**src/rtl/mmu_pkg.sv**
```systemverilog
package mmu_pkg;

  typedef enum logic [1:0] {
    FLT_NONE = 2'd0,
    FLT_SEG  = 2'd1,
    FLT_PROT = 2'd2
  } fault_e;

  typedef struct packed {
    logic latchReq;
    logic finishHit;
    logic finishWalk;
  } ctl_strb_t;

  // rwx: bit0 read, bit1 write, bit2 execute
  function automatic logic accessOk(input logic [1:0] acc, input logic [2:0] rwx);
    case (acc)
      2'd0:    accessOk = rwx[0];
      2'd1:    accessOk = rwx[1];
      default: accessOk = rwx[2];
    endcase
  endfunction

endpackage

```
**src/rtl/mmu_tlb.sv**
```systemverilog
module mmu_tlb #(
  parameter int N     = 4,
  parameter int VPN_W = 2,
  parameter int PFN_W = 4
) (
  input  logic             clk,
  input  logic             rstN,
  input  logic             flush,
  input  logic [VPN_W-1:0] lookVpn,
  output logic             hit,
  output logic [PFN_W-1:0] hitPfn,
  output logic [2:0]       hitRwx,
  input  logic             fillEn,
  input  logic [VPN_W-1:0] fillVpn,
  input  logic [PFN_W-1:0] fillPfn,
  input  logic [2:0]       fillRwx
);
  localparam int PTR_W = (N > 1) ? $clog2(N) : 1;

  logic [N-1:0]     vldQ;
  logic [VPN_W-1:0] vpnQ [N];
  logic [PFN_W-1:0] pfnQ [N];
  logic [2:0]       rwxQ [N];
  logic [PTR_W-1:0] ptrQ;
  logic [N-1:0]     hitVec;

  for (genvar g = 0; g < N; g++) begin : gCmp
    assign hitVec[g] = vldQ[g] && (vpnQ[g] == lookVpn);
  end

  always_comb begin
    hit    = |hitVec;
    hitPfn = '0;
    hitRwx = '0;
    for (int i = 0; i < N; i++) begin
      if (hitVec[i]) begin
        hitPfn = hitPfn | pfnQ[i];
        hitRwx = hitRwx | rwxQ[i];
      end
    end
  end

  always_ff @(posedge clk) begin
    if (!rstN) begin
      vldQ <= '0;
      ptrQ <= '0;
      for (int i = 0; i < N; i++) begin
        vpnQ[i] <= '0;
        pfnQ[i] <= '0;
        rwxQ[i] <= '0;
      end
    end else if (flush) begin
      vldQ <= '0;
    end else if (fillEn) begin
      for (int i = 0; i < N; i++) begin
        if (ptrQ == PTR_W'(i)) begin
          vldQ[i] <= 1'b1;
          vpnQ[i] <= fillVpn;
          pfnQ[i] <= fillPfn;
          rwxQ[i] <= fillRwx;
        end
      end
      ptrQ <= (ptrQ == PTR_W'(N - 1)) ? '0 : ptrQ + 1'b1;
    end
  end

  a_r10_single_match: assert property (@(posedge clk) disable iff (!rstN)
    $onehot0(hitVec));

  a_r11_flush_empties: assert property (@(posedge clk) disable iff (!rstN)
    flush |=> (vldQ == '0));

endmodule

```
**src/rtl/mmu_ctrl.sv**
```systemverilog
module mmu_ctrl
  import mmu_pkg::*;
(
  input  logic      clk,
  input  logic      rstN,
  input  logic      reqValid,
  input  logic      tlbHit,
  input  logic      memRespValid,
  output logic      reqReady,
  output logic      memReq,
  output logic      done,
  output ctl_strb_t strb
);
  typedef enum logic [1:0] {ST_IDLE, ST_LOOKUP, ST_WREQ, ST_WAIT} state_e;

  state_e stateQ, stateD;
  logic   doneQ;

  always_comb begin
    strb.latchReq   = (stateQ == ST_IDLE) && reqValid;
    strb.finishHit  = (stateQ == ST_LOOKUP) && tlbHit;
    strb.finishWalk = (stateQ == ST_WAIT) && memRespValid;
  end

  always_comb begin
    stateD = stateQ;
    case (stateQ)
      ST_IDLE:   if (reqValid) stateD = ST_LOOKUP;
      ST_LOOKUP: stateD = tlbHit ? ST_IDLE : ST_WREQ;
      ST_WREQ:   stateD = ST_WAIT;
      ST_WAIT:   if (memRespValid) stateD = ST_IDLE;
      default:   stateD = ST_IDLE;
    endcase
  end

  always_ff @(posedge clk) begin
    if (!rstN) begin
      stateQ <= ST_IDLE;
      doneQ  <= 1'b0;
    end else begin
      stateQ <= stateD;
      doneQ  <= strb.finishHit || strb.finishWalk;
    end
  end

  assign reqReady = (stateQ == ST_IDLE);
  assign memReq   = (stateQ == ST_WREQ);
  assign done     = doneQ;

  a_r12_done_one_cycle: assert property (@(posedge clk) disable iff (!rstN)
    doneQ |=> !doneQ);

  a_r2_req_one_cycle: assert property (@(posedge clk) disable iff (!rstN)
    memReq |=> !memReq);

  a_r7_hit_skips_walk: assert property (@(posedge clk) disable iff (!rstN)
    (stateQ == ST_LOOKUP && tlbHit) |=> (!memReq && doneQ));

endmodule

```
**src/rtl/mmu_datapath.sv**
```systemverilog
module mmu_datapath
  import mmu_pkg::*;
#(
  parameter int VA_W      = 6,
  parameter int OFF_W     = 4,
  parameter int PFN_W     = 4,
  parameter int PTE_W     = 16,
  parameter int PTE_BYTES = 2,
  parameter int MADDR_W   = 12,
  parameter int TLB_N     = 4,
  localparam int VPN_W    = VA_W - OFF_W,
  localparam int PA_W     = PFN_W + OFF_W
) (
  input  logic               clk,
  input  logic               rstN,
  input  ctl_strb_t          strb,
  input  logic [VA_W-1:0]    reqVa,
  input  logic [1:0]         reqAcc,
  input  logic [MADDR_W-1:0] ptBase,
  input  logic               flush,
  input  logic [PTE_W-1:0]   memRdata,
  output logic               tlbHit,
  output logic [MADDR_W-1:0] memAddr,
  output fault_e             fault,
  output logic [PA_W-1:0]    pa
);
  localparam logic [VA_W-1:0] OFF_MASK = VA_W'((1 << OFF_W) - 1);
  localparam logic [VA_W-1:0] VPN_MASK = ~OFF_MASK;

  logic [VA_W-1:0]  vaQ;
  logic [1:0]       accQ;
  logic [VPN_W-1:0] vpn;
  logic [OFF_W-1:0] off;

  assign vpn     = VPN_W'((vaQ & VPN_MASK) >> OFF_W);
  assign off     = OFF_W'(vaQ & OFF_MASK);
  assign memAddr = ptBase + MADDR_W'(vpn) * MADDR_W'(PTE_BYTES);

  // entry fields
  logic             pteValid, ptePresent;
  logic [2:0]       pteRwx;
  logic [PFN_W-1:0] ptePfn;
  fault_e           walkFault;

  assign pteValid   = memRdata[0];
  assign ptePresent = memRdata[1];
  assign pteRwx     = memRdata[4:2];
  assign ptePfn     = memRdata[PTE_W-1 -: PFN_W];

  always_comb begin
    if (!pteValid || !ptePresent)    walkFault = FLT_SEG;
    else if (!accessOk(accQ, pteRwx)) walkFault = FLT_PROT;
    else                              walkFault = FLT_NONE;
  end

  logic [PFN_W-1:0] hitPfn;
  logic [2:0]       hitRwx;
  logic             fillEn;

  assign fillEn = strb.finishWalk && (walkFault == FLT_NONE);

  mmu_tlb #(.N(TLB_N), .VPN_W(VPN_W), .PFN_W(PFN_W)) uTlb (
    .clk     (clk),
    .rstN    (rstN),
    .flush   (flush),
    .lookVpn (vpn),
    .hit     (tlbHit),
    .hitPfn  (hitPfn),
    .hitRwx  (hitRwx),
    .fillEn  (fillEn),
    .fillVpn (vpn),
    .fillPfn (ptePfn),
    .fillRwx (pteRwx)
  );

  fault_e          faultQ;
  logic [PA_W-1:0] paQ;

  always_ff @(posedge clk) begin
    if (!rstN) begin
      vaQ    <= '0;
      accQ   <= '0;
      faultQ <= FLT_NONE;
      paQ    <= '0;
    end else begin
      if (strb.latchReq) begin
        vaQ  <= reqVa;
        accQ <= reqAcc;
      end
      if (strb.finishHit) begin
        if (accessOk(accQ, hitRwx)) begin
          faultQ <= FLT_NONE;
          paQ    <= {hitPfn, off};
        end else begin
          faultQ <= FLT_PROT;
          paQ    <= '0;
        end
      end else if (strb.finishWalk) begin
        faultQ <= walkFault;
        paQ    <= (walkFault == FLT_NONE) ? {ptePfn, off} : '0;
      end
    end
  end

  assign fault = faultQ;
  assign pa    = paQ;

  a_r6_invalid_wins: assert property (@(posedge clk) disable iff (!rstN)
    (strb.finishWalk && !memRdata[0]) |=> (faultQ == FLT_SEG && paQ == '0));

endmodule

```
**src/rtl/mmu_translate_top.sv**
```systemverilog
module mmu_translate_top
  import mmu_pkg::*;
#(
  parameter int VA_W      = 6,
  parameter int OFF_W     = 4,
  parameter int PFN_W     = 4,
  parameter int PTE_W     = 16,
  parameter int PTE_BYTES = 2,
  parameter int MADDR_W   = 12,
  parameter int TLB_N     = 4
) (
  input  logic                   clk,
  input  logic                   rstN,
  input  logic                   reqValid,
  output logic                   reqReady,
  input  logic [VA_W-1:0]        reqVa,
  input  logic [1:0]             reqAcc,
  input  logic [MADDR_W-1:0]     ptBase,
  input  logic                   flush,
  output logic                   memReq,
  output logic [MADDR_W-1:0]     memAddr,
  input  logic                   memRespValid,
  input  logic [PTE_W-1:0]       memRdata,
  output logic                   done,
  output logic [1:0]             fault,
  output logic [PFN_W+OFF_W-1:0] pa
);
  ctl_strb_t strb;
  logic      tlbHit;
  fault_e    faultE;

  mmu_ctrl uCtrl (
    .clk          (clk),
    .rstN         (rstN),
    .reqValid     (reqValid),
    .tlbHit       (tlbHit),
    .memRespValid (memRespValid),
    .reqReady     (reqReady),
    .memReq       (memReq),
    .done         (done),
    .strb         (strb)
  );

  mmu_datapath #(
    .VA_W(VA_W), .OFF_W(OFF_W), .PFN_W(PFN_W), .PTE_W(PTE_W),
    .PTE_BYTES(PTE_BYTES), .MADDR_W(MADDR_W), .TLB_N(TLB_N)
  ) uDp (
    .clk      (clk),
    .rstN     (rstN),
    .strb     (strb),
    .reqVa    (reqVa),
    .reqAcc   (reqAcc),
    .ptBase   (ptBase),
    .flush    (flush),
    .memRdata (memRdata),
    .tlbHit   (tlbHit),
    .memAddr  (memAddr),
    .fault    (faultE),
    .pa       (pa)
  );

  assign fault = faultE;

endmodule

```
**config.mk**
```make
export PLATFORM = sky130hd
export DESIGN_NAME = mmu_translate_top
export DESIGN_NICKNAME = d
export VERILOG_FILES = /design/src/rtl/mmu_pkg.sv /design/src/rtl/mmu_tlb.sv /design/src/rtl/mmu_ctrl.sv /design/src/rtl/mmu_datapath.sv /design/src/rtl/mmu_translate_top.sv
export SDC_FILE = /design/constraint.sdc
export NUM_CORES = 1
export LEC_CHECK = 0
export ABC_AREA = 1
export BUFFER_PORTS_ARGS = -buffer_cell sky130_fd_sc_hd__buf_4
export CORE_MARGIN = 3
export CORE_UTILIZATION = 59
export CTS_CLUSTER_DIAMETER = 60
export DETAILED_ROUTE_END_ITERATION = 8
export GPL_ROUTABILITY_DRIVEN = 0
export MAX_ROUTING_LAYER = met4
export PLACE_DENSITY_LB_ADDON = 0.1
export SYNTH_ARGS = -nofsm -noshare
export SYNTH_HDL_FRONTEND = slang
export SYNTH_HIERARCHICAL = 1
export SYNTH_SLANG_ARGS = --single-unit
```
**constraint.sdc**
```tcl
create_clock -name clk -period 3.6 [get_ports clk]
set_input_delay 0.18 -clock clk [delete_from_list [all_inputs] [get_ports clk]]
set_output_delay 0.18 -clock clk [all_outputs]
set_load 0.03 [all_outputs]
```
Yosys cells after proc, flatten, opt, wreduce, memory -nomap -nowiden
Memory sizes are Yosys's and may differ from the RTL's.
Index checks and enable logic that the tools add are counted.
{"block": "totals", "out_inout_bits": 25, "register_bits": 27, "mem_bits_rw": 36, "latch_bits": 0, "mem_count": 3, "rom_bits": 0, "elab_cells": 134}
{"block": "classes", "bitwise": 20, "n_mul": 0, "order_cmp": 0, "shifts": 0, "addsub": 2, "div_mod_pow": 0, "mux": 60, "eq_ne": 13, "n_reduce_logical": 25}
{"name": "uDp.uTlb.pfnQ", "words": 4, "word_bits": 4, "read_ports": 4, "rd_clocked_by_memory_dff": 0, "wr": 4, "line": "mmu_tlb.sv:22", "rtl": "logic [PFN_W-1:0] pfnQ [N];"}
{"name": "uDp.uTlb.rwxQ", "words": 4, "word_bits": 3, "read_ports": 4, "rd_clocked_by_memory_dff": 0, "wr": 4, "line": "mmu_tlb.sv:23", "rtl": "logic [2:0] rwxQ [N];"}
{"name": "uDp.uTlb.vpnQ", "words": 4, "word_bits": 2, "read_ports": 4, "rd_clocked_by_memory_dff": 0, "wr": 4, "line": "mmu_tlb.sv:21", "rtl": "logic [VPN_W-1:0] vpnQ [N];"}
{"cell": "$mux 4", "n": 8}
{"cell": "$mux 8", "n": 4}
{"cell": "$mux 2", "n": 13}
{"cell": "$mux 1", "n": 24}
{"cell": "$mux 3", "n": 8}
{"cell": "$add 12x3->12", "n": 1}
{"cell": "$or 1x1->1", "n": 12}
{"cell": "$or 4x4->4", "n": 3}
{"cell": "$reduce_and 2->1", "n": 6}
{"cell": "$or 3x3->3", "n": 3}
{"cell": "$eq 2x2->1", "n": 4}
{"cell": "$eq 2x2->1 const B", "n": 4}
{"cell": "$logic_and 1x1->1", "n": 8}
{"cell": "$logic_not 2->1", "n": 4}
{"cell": "$pmux 2 s4", "n": 1}
{"cell": "$eq 2x1->1 const B", "n": 3}
{"cell": "$ne 2x2->1 const B", "n": 2}
{"cell": "$pmux 1 s2", "n": 2}
{"cell": "$reduce_or 4->1", "n": 1}
{"cell": "$add 2x1->2 const B", "n": 1}
{"cell": "$logic_not 1->1", "n": 2}
{"cell": "$logic_or 1x1->1", "n": 2}
{"cell": "$not 1->1", "n": 2}
{"cell": "$reduce_bool 2->1", "n": 1}
{"cell": "$reduce_or 2->1", "n": 1}

Depth between registers and ports, before layout
{"block": "logic_depth", "depth_word": 14, "depth_mapped": 16, "depth_no_buf": 16}

Modules after synthesis
Netlist, hierarchy kept.
{"mod": "mmu_tlb", "instances": 1, "seq_area_each_um2": 1201.2, "cells_each": 215, "area_each_um2": 2143.3}
{"mod": "mmu_datapath", "instances": 1, "seq_area_each_um2": 360.3, "cells_each": 155, "area_each_um2": 1086.0}
{"mod": "mmu_ctrl", "instances": 1, "seq_area_each_um2": 60.1, "cells_each": 23, "area_each_um2": 153.9}

Worst setup path before layout
Ideal clock, no wire load.
{"block": "synth_timing", "kind": "reg2out", "startpoint": "register uDp.vaQ[4]", "endpoint": "output memAddr[11]", "stages_incl_launch_ff": 8, "t_arrival_ns": 1.990, "path_buffers": 0, "required_time_ns": 3.420, "setup_slack_ns": 1.430, "path_cell_list": "dfxtp_1 -> ha_1 -> inv_1 -> fa_1 -> nand3b_1 -> nor2_1 -> nand4_1 -> xnor2_1"}
{"block": "synth_via", "elab_chain_cells": 1}
{"element": "start, declared", "line": "mmu_datapath.sv:30", "rtl": "logic [VA_W-1:0] vaQ;"}
{"element": "start signal, assigned", "line": "mmu_datapath.sv:87", "rtl": "vaQ <= reqVa;"}
{"element": "$add 12x3->12", "line": "mmu_datapath.sv:37", "rtl": "assign memAddr = ptBase + MADDR_W'(vpn) * MADDR_W'(PTE_BYTES);"}
{"element": "end, declared", "line": "mmu_translate_top.sv:21", "rtl": "output logic [MADDR_W-1:0] memAddr,"}
No other way between the ends.

Worst setup path in the final report
{"block": "layout_timing", "startpoint": "register uDp.vaQ[5]", "endpoint": "output memAddr[11]"}
The elaborated chain is that of the path after synthesis.

==> insert_results.sql <==
INSERT INTO impl_metrics (metric_group, metric, value, unit) VALUES
('worst_setup_path', 'highest_net_fanout_along_the_worst_path', '7', ''),
('timing', 'max-slew-margin-rel', '45.7', '%'),
('drt', 'routed_via_density', '5.14', ''),
('timing', 'layout_worst_path_cycle_share', '79.7', '%'),
('placed_design', 'place.detailed.hpwl', '5310', 'um'),
('flow_run', 'cap_violations', '0', ''),
('timing', 'rsz_0062_raised_after_global_routing', 'false', ''),
('worst_setup_path', 'worstSetupStartpointType', 'register', ''),
('worst_setup_path', 'r2r.worst_path.cells', '11', ''),
('clock_network', 'clock-sinks', '63', ''),
('worst_setup_path', 'slowest_stage', 'sky130_fd_sc_hd__dfxtp_1', ''),
('worst_setup_path', 'critPathCaptureType', 'output port', ''),
('die', 'core-area', '0.00534', 'mm2'),
('clock_network', 'cts-root-to-sink-buffers', '2', ''),
('logic_synthesis', 'synth_top_cell_by_area', 'sky130_fd_sc_hd__edfxtp_1', ''),
('global_routing', 'grt_start_max_net_pins', '19', ''),
('timing', 'fin_setup_tns', '0', 'ns'),
('timing', 'final_max_slew_viol_count', '0', ''),
('final_layout', 'fin_cells', '529', ''),
('final_layout', 'post_route_cells_drive_above_1_share', '22.4', '%'),
('clock_network', 'post_cts_setup_repair_buffer_count', '0', ''),
('logic_synthesis', 'synth_area_leaders', 'sky130_fd_sc_hd__edfxtp_1 32%, sky130_fd_sc_hd__dfxtp_1 16%, sky130_fd_sc_hd__nand2_1 8.9%', ''),
('final_layout', 'synthToLayoutAreaGrowth', '18.9', '%'),
('timing', 'hold_slack', '0.0813', 'ns'),
('die', 'die_y', '81.7', 'um'),
('die', 'area_of_the_die', '0.00668', 'mm2'),
('final_layout', 'number_of_nets_in_the_layout', '502', ''),
('clock_network', 'clock_tree.htree_level_count', '3', ''),
('logic_synthesis', 'number_of_instances_in_the_synthesized_netlist', '393', ''),
('power_and_ir_drop', 'power.switching_fraction', '26.1', '%'),
('placed_design', 'place.port_buffers', '56', ''),
('final_layout', 'antenna_cells_inserted', '0', ''),
('worst_setup_path', 'criticalPathCategory', 'reg2out', ''),
('clock_network', 'holdBufCountCts', '0', ''),
('power_and_ir_drop', 'power.ir.vdd_worst', '211', 'uV'),
('clock_network', 'tritoncts.num_buffers', '9', ''),
('final_layout', 'register_area', '0.00162', 'mm2'),
('min_path', 'hold_start', 'reqVa[4]', ''),
('timing', 'timing.final.crit_period', '2.87', 'ns'),
('placed_design', 'placed_cells', '513', ''),
('worst_setup_path', 'cp-endpoint', 'memAddr[11]', ''),
('worst_setup_path', 'timing.rr.start', 'uDp/vaQ[5]$_SDFFE_PN0P_', ''),
('final_layout', 'layout.core_utilization', '75.4', '%'),
('die', 'initial_core_utilization', '63.4', '%'),
('timing', 'worstMarginPinSlew', '0.814', 'ns'),
('global_routing', 'grt_antenna_before_repair', '0', ''),
('clock_network', 'cts.repair.resized', '0', ''),
('die', 'die_w', '81.7', 'um'),
('timing', 'hold_viol', '0', ''),
('clock_network', 'path_clk_slew', '0.06', 'ns'),
('die', 'placementRows', '26', ''),
('global_routing', 'number_of_global_route_vias_before_repair', '2628', ''),
('clock_network', 'cts_root_buf', 'sky130_fd_sc_hd__clkbuf_8', ''),
('worst_setup_path', 'reg2reg_to', 'uDp/pa[6]$_SDFFE_PN0P_', ''),
('logic_synthesis', 'netlist.area_leader.share', '32.0', '%'),
('global_routing', 'grt_pass1_wl', '11500', 'um'),
('logic_synthesis', 'synth_edf_count', '36', ''),
('logic_synthesis', 'async_reset_ff_share', '0', '%'),
('run_status', 'status', 'finished clean', ''),
('die', 'floorplan.io_pins', '66', ''),
('logic_synthesis', 'mappedNetlistArea', '0.00338', 'mm2'),
('logic_synthesis', 'yosys_register_bits', '63', ''),
('drt', 'vias', '2719', ''),
('power_and_ir_drop', 'comb_power_share', '14.1', '%'),
('logic_synthesis', 'dominantRegCellSynth', 'sky130_fd_sc_hd__edfxtp_1', ''),
('final_layout', 'multiInputGateArea', '0.00148', 'mm2'),
('drt', 'antenna_violating_nets_post_route', '0', ''),
('clock_network', 'clk-insertion-delay-late', '0.33', 'ns'),
('drt', 'drc', '0', ''),
('power_and_ir_drop', 'power.switching', '0.000417', 'W'),
('timing', 'achievable-frequency', '349', 'MHz');
## cells in the mapped netlist (5+ instances only)
library cell,count
sky130_fd_sc_hd__nand3_1,42
sky130_fd_sc_hd__nand2_2,7
sky130_fd_sc_hd__nor2_4,6
sky130_fd_sc_hd__nand2_1,80
sky130_fd_sc_hd__edfxtp_1,36
sky130_fd_sc_hd__o21ai_0,10
sky130_fd_sc_hd__nor2_1,59
sky130_fd_sc_hd__ha_1,6
sky130_fd_sc_hd__nand3_4,5
sky130_fd_sc_hd__inv_1,58
sky130_fd_sc_hd__a21oi_1,17
sky130_fd_sc_hd__dfxtp_1,27
sky130_fd_sc_hd__xor2_1,5
## metrics by stage
step                      total power (W)  worst slack, ns  cell area [um2]
final                             0.00160            0.732             4020
after CTS                         0.00161            0.685             4020
after global routing              0.00166            0.475             4020
after floorplan                  0.000968             1.43             3380
after detailed placement          0.00105             1.06             3840
after global placement            0.00104             1.12             3840
## worst max-delay path, delay by kind of cell, from the launching register on
| kind | cells | cell delay (ns) |
|---|---|---|
| flops | 1 | 0.85 |
| simple gates | 3 | 0.53 |
| fa+ha+maj | 1 | 0.47 |
| buf+inv | 2 | 0.36 |
| xor+xnor | 1 | 0.16 |
## cell type report
type                    instances  area share (%)
flip-flops and latches         63            40.3
multi-input cells             261            36.8
repair buffers                 56            10.4
inverters                      63            5.88
clock buffers                  10            3.17
well taps                      70            2.18
clock inverters                 6            1.27
## kinds of logic after synthesis
group / count (synthesis) / share of synthesized area, %
simple gates: 212 / 30.8
compound gates: 29 / 4.47
xor+xnor: 13 / 5.58
fa+ha+maj: 7 / 2.81
flops: 63 / 47.9
buf+inv: 69 / 8.36
## how the worst min path moves through the flow
stage | to | slack (ns) | depth (start not counted)
floorplan | register | 0.31 | 2
global placement | memAddr[0] | 0.36 | 0
detailed placement | memAddr[0] | 0.36 | 0
CTS | uDp/accQ[0]$_SDFFE_PN0P_ | 0.07 | 3
global route | uDp/accQ[0]$_SDFFE_PN0P_ | 0.06 | 3
finish | uDp/vaQ[4]$_SDFFE_PN0P_ | 0.08 | 3
## power groups by stage
| stage | combinational [W] | sequential, W | clock [W] |
|---|---|---|---|
| after detailed placement | 0.000225 | 0.000822 | 0 |
| final | 0.000225 | 0.000807 | 0.000566 |
| after floorplan | 0.000152 | 0.000816 | 0 |
| after global routing | 0.000246 | 0.000810 | 0.000609 |
| after CTS | 0.000226 | 0.000807 | 0.000575 |
| after global placement | 0.000220 | 0.000821 | 0 |
## sequential cells by signal, indices dropped and copies added (netlist names), named ones only
name,count
uDp/uTlb/pfnQ,16
uDp/uTlb/rwxQ,12
uDp/pa,8
uDp/uTlb/vpnQ,8
uDp/vaQ,6
uDp/uTlb/vldQ,4
uDp/accQ,2
uDp/fault,2
uDp/uTlb/ptrQ,2
uCtrl/done,1
uCtrl/stateQ,1
## routing by layer
layer | wire length (um) | share of wire [%] | global-route usage, %
met5 | 0 | 0 | -
met4 | 60 | 0.85 | 6.31
met3 | 401 | 5.7 | 7.13
met2 | 3610 | 51 | 39.3
met1 | 2980 | 42 | 27.8
## layout by cell type, fill, tap and decap left out, types with 5 or more instances in the layout
master,synthesis,final
sky130_fd_sc_hd__a21oi_1,17,17
sky130_fd_sc_hd__buf_4,4,56
sky130_fd_sc_hd__clkbuf_8,0,9
sky130_fd_sc_hd__dfxtp_1,27,27
sky130_fd_sc_hd__edfxtp_1,36,36
sky130_fd_sc_hd__ha_1,6,6
sky130_fd_sc_hd__inv_1,58,58
sky130_fd_sc_hd__nand2_1,80,80
sky130_fd_sc_hd__nand2_2,7,7
sky130_fd_sc_hd__nand3_1,42,42
sky130_fd_sc_hd__nand3_4,5,5
sky130_fd_sc_hd__nor2_1,59,59
sky130_fd_sc_hd__nor2_4,6,6
sky130_fd_sc_hd__o21ai_0,10,10
sky130_fd_sc_hd__xor2_1,5,5
Power figures use the tool's default switching activity.
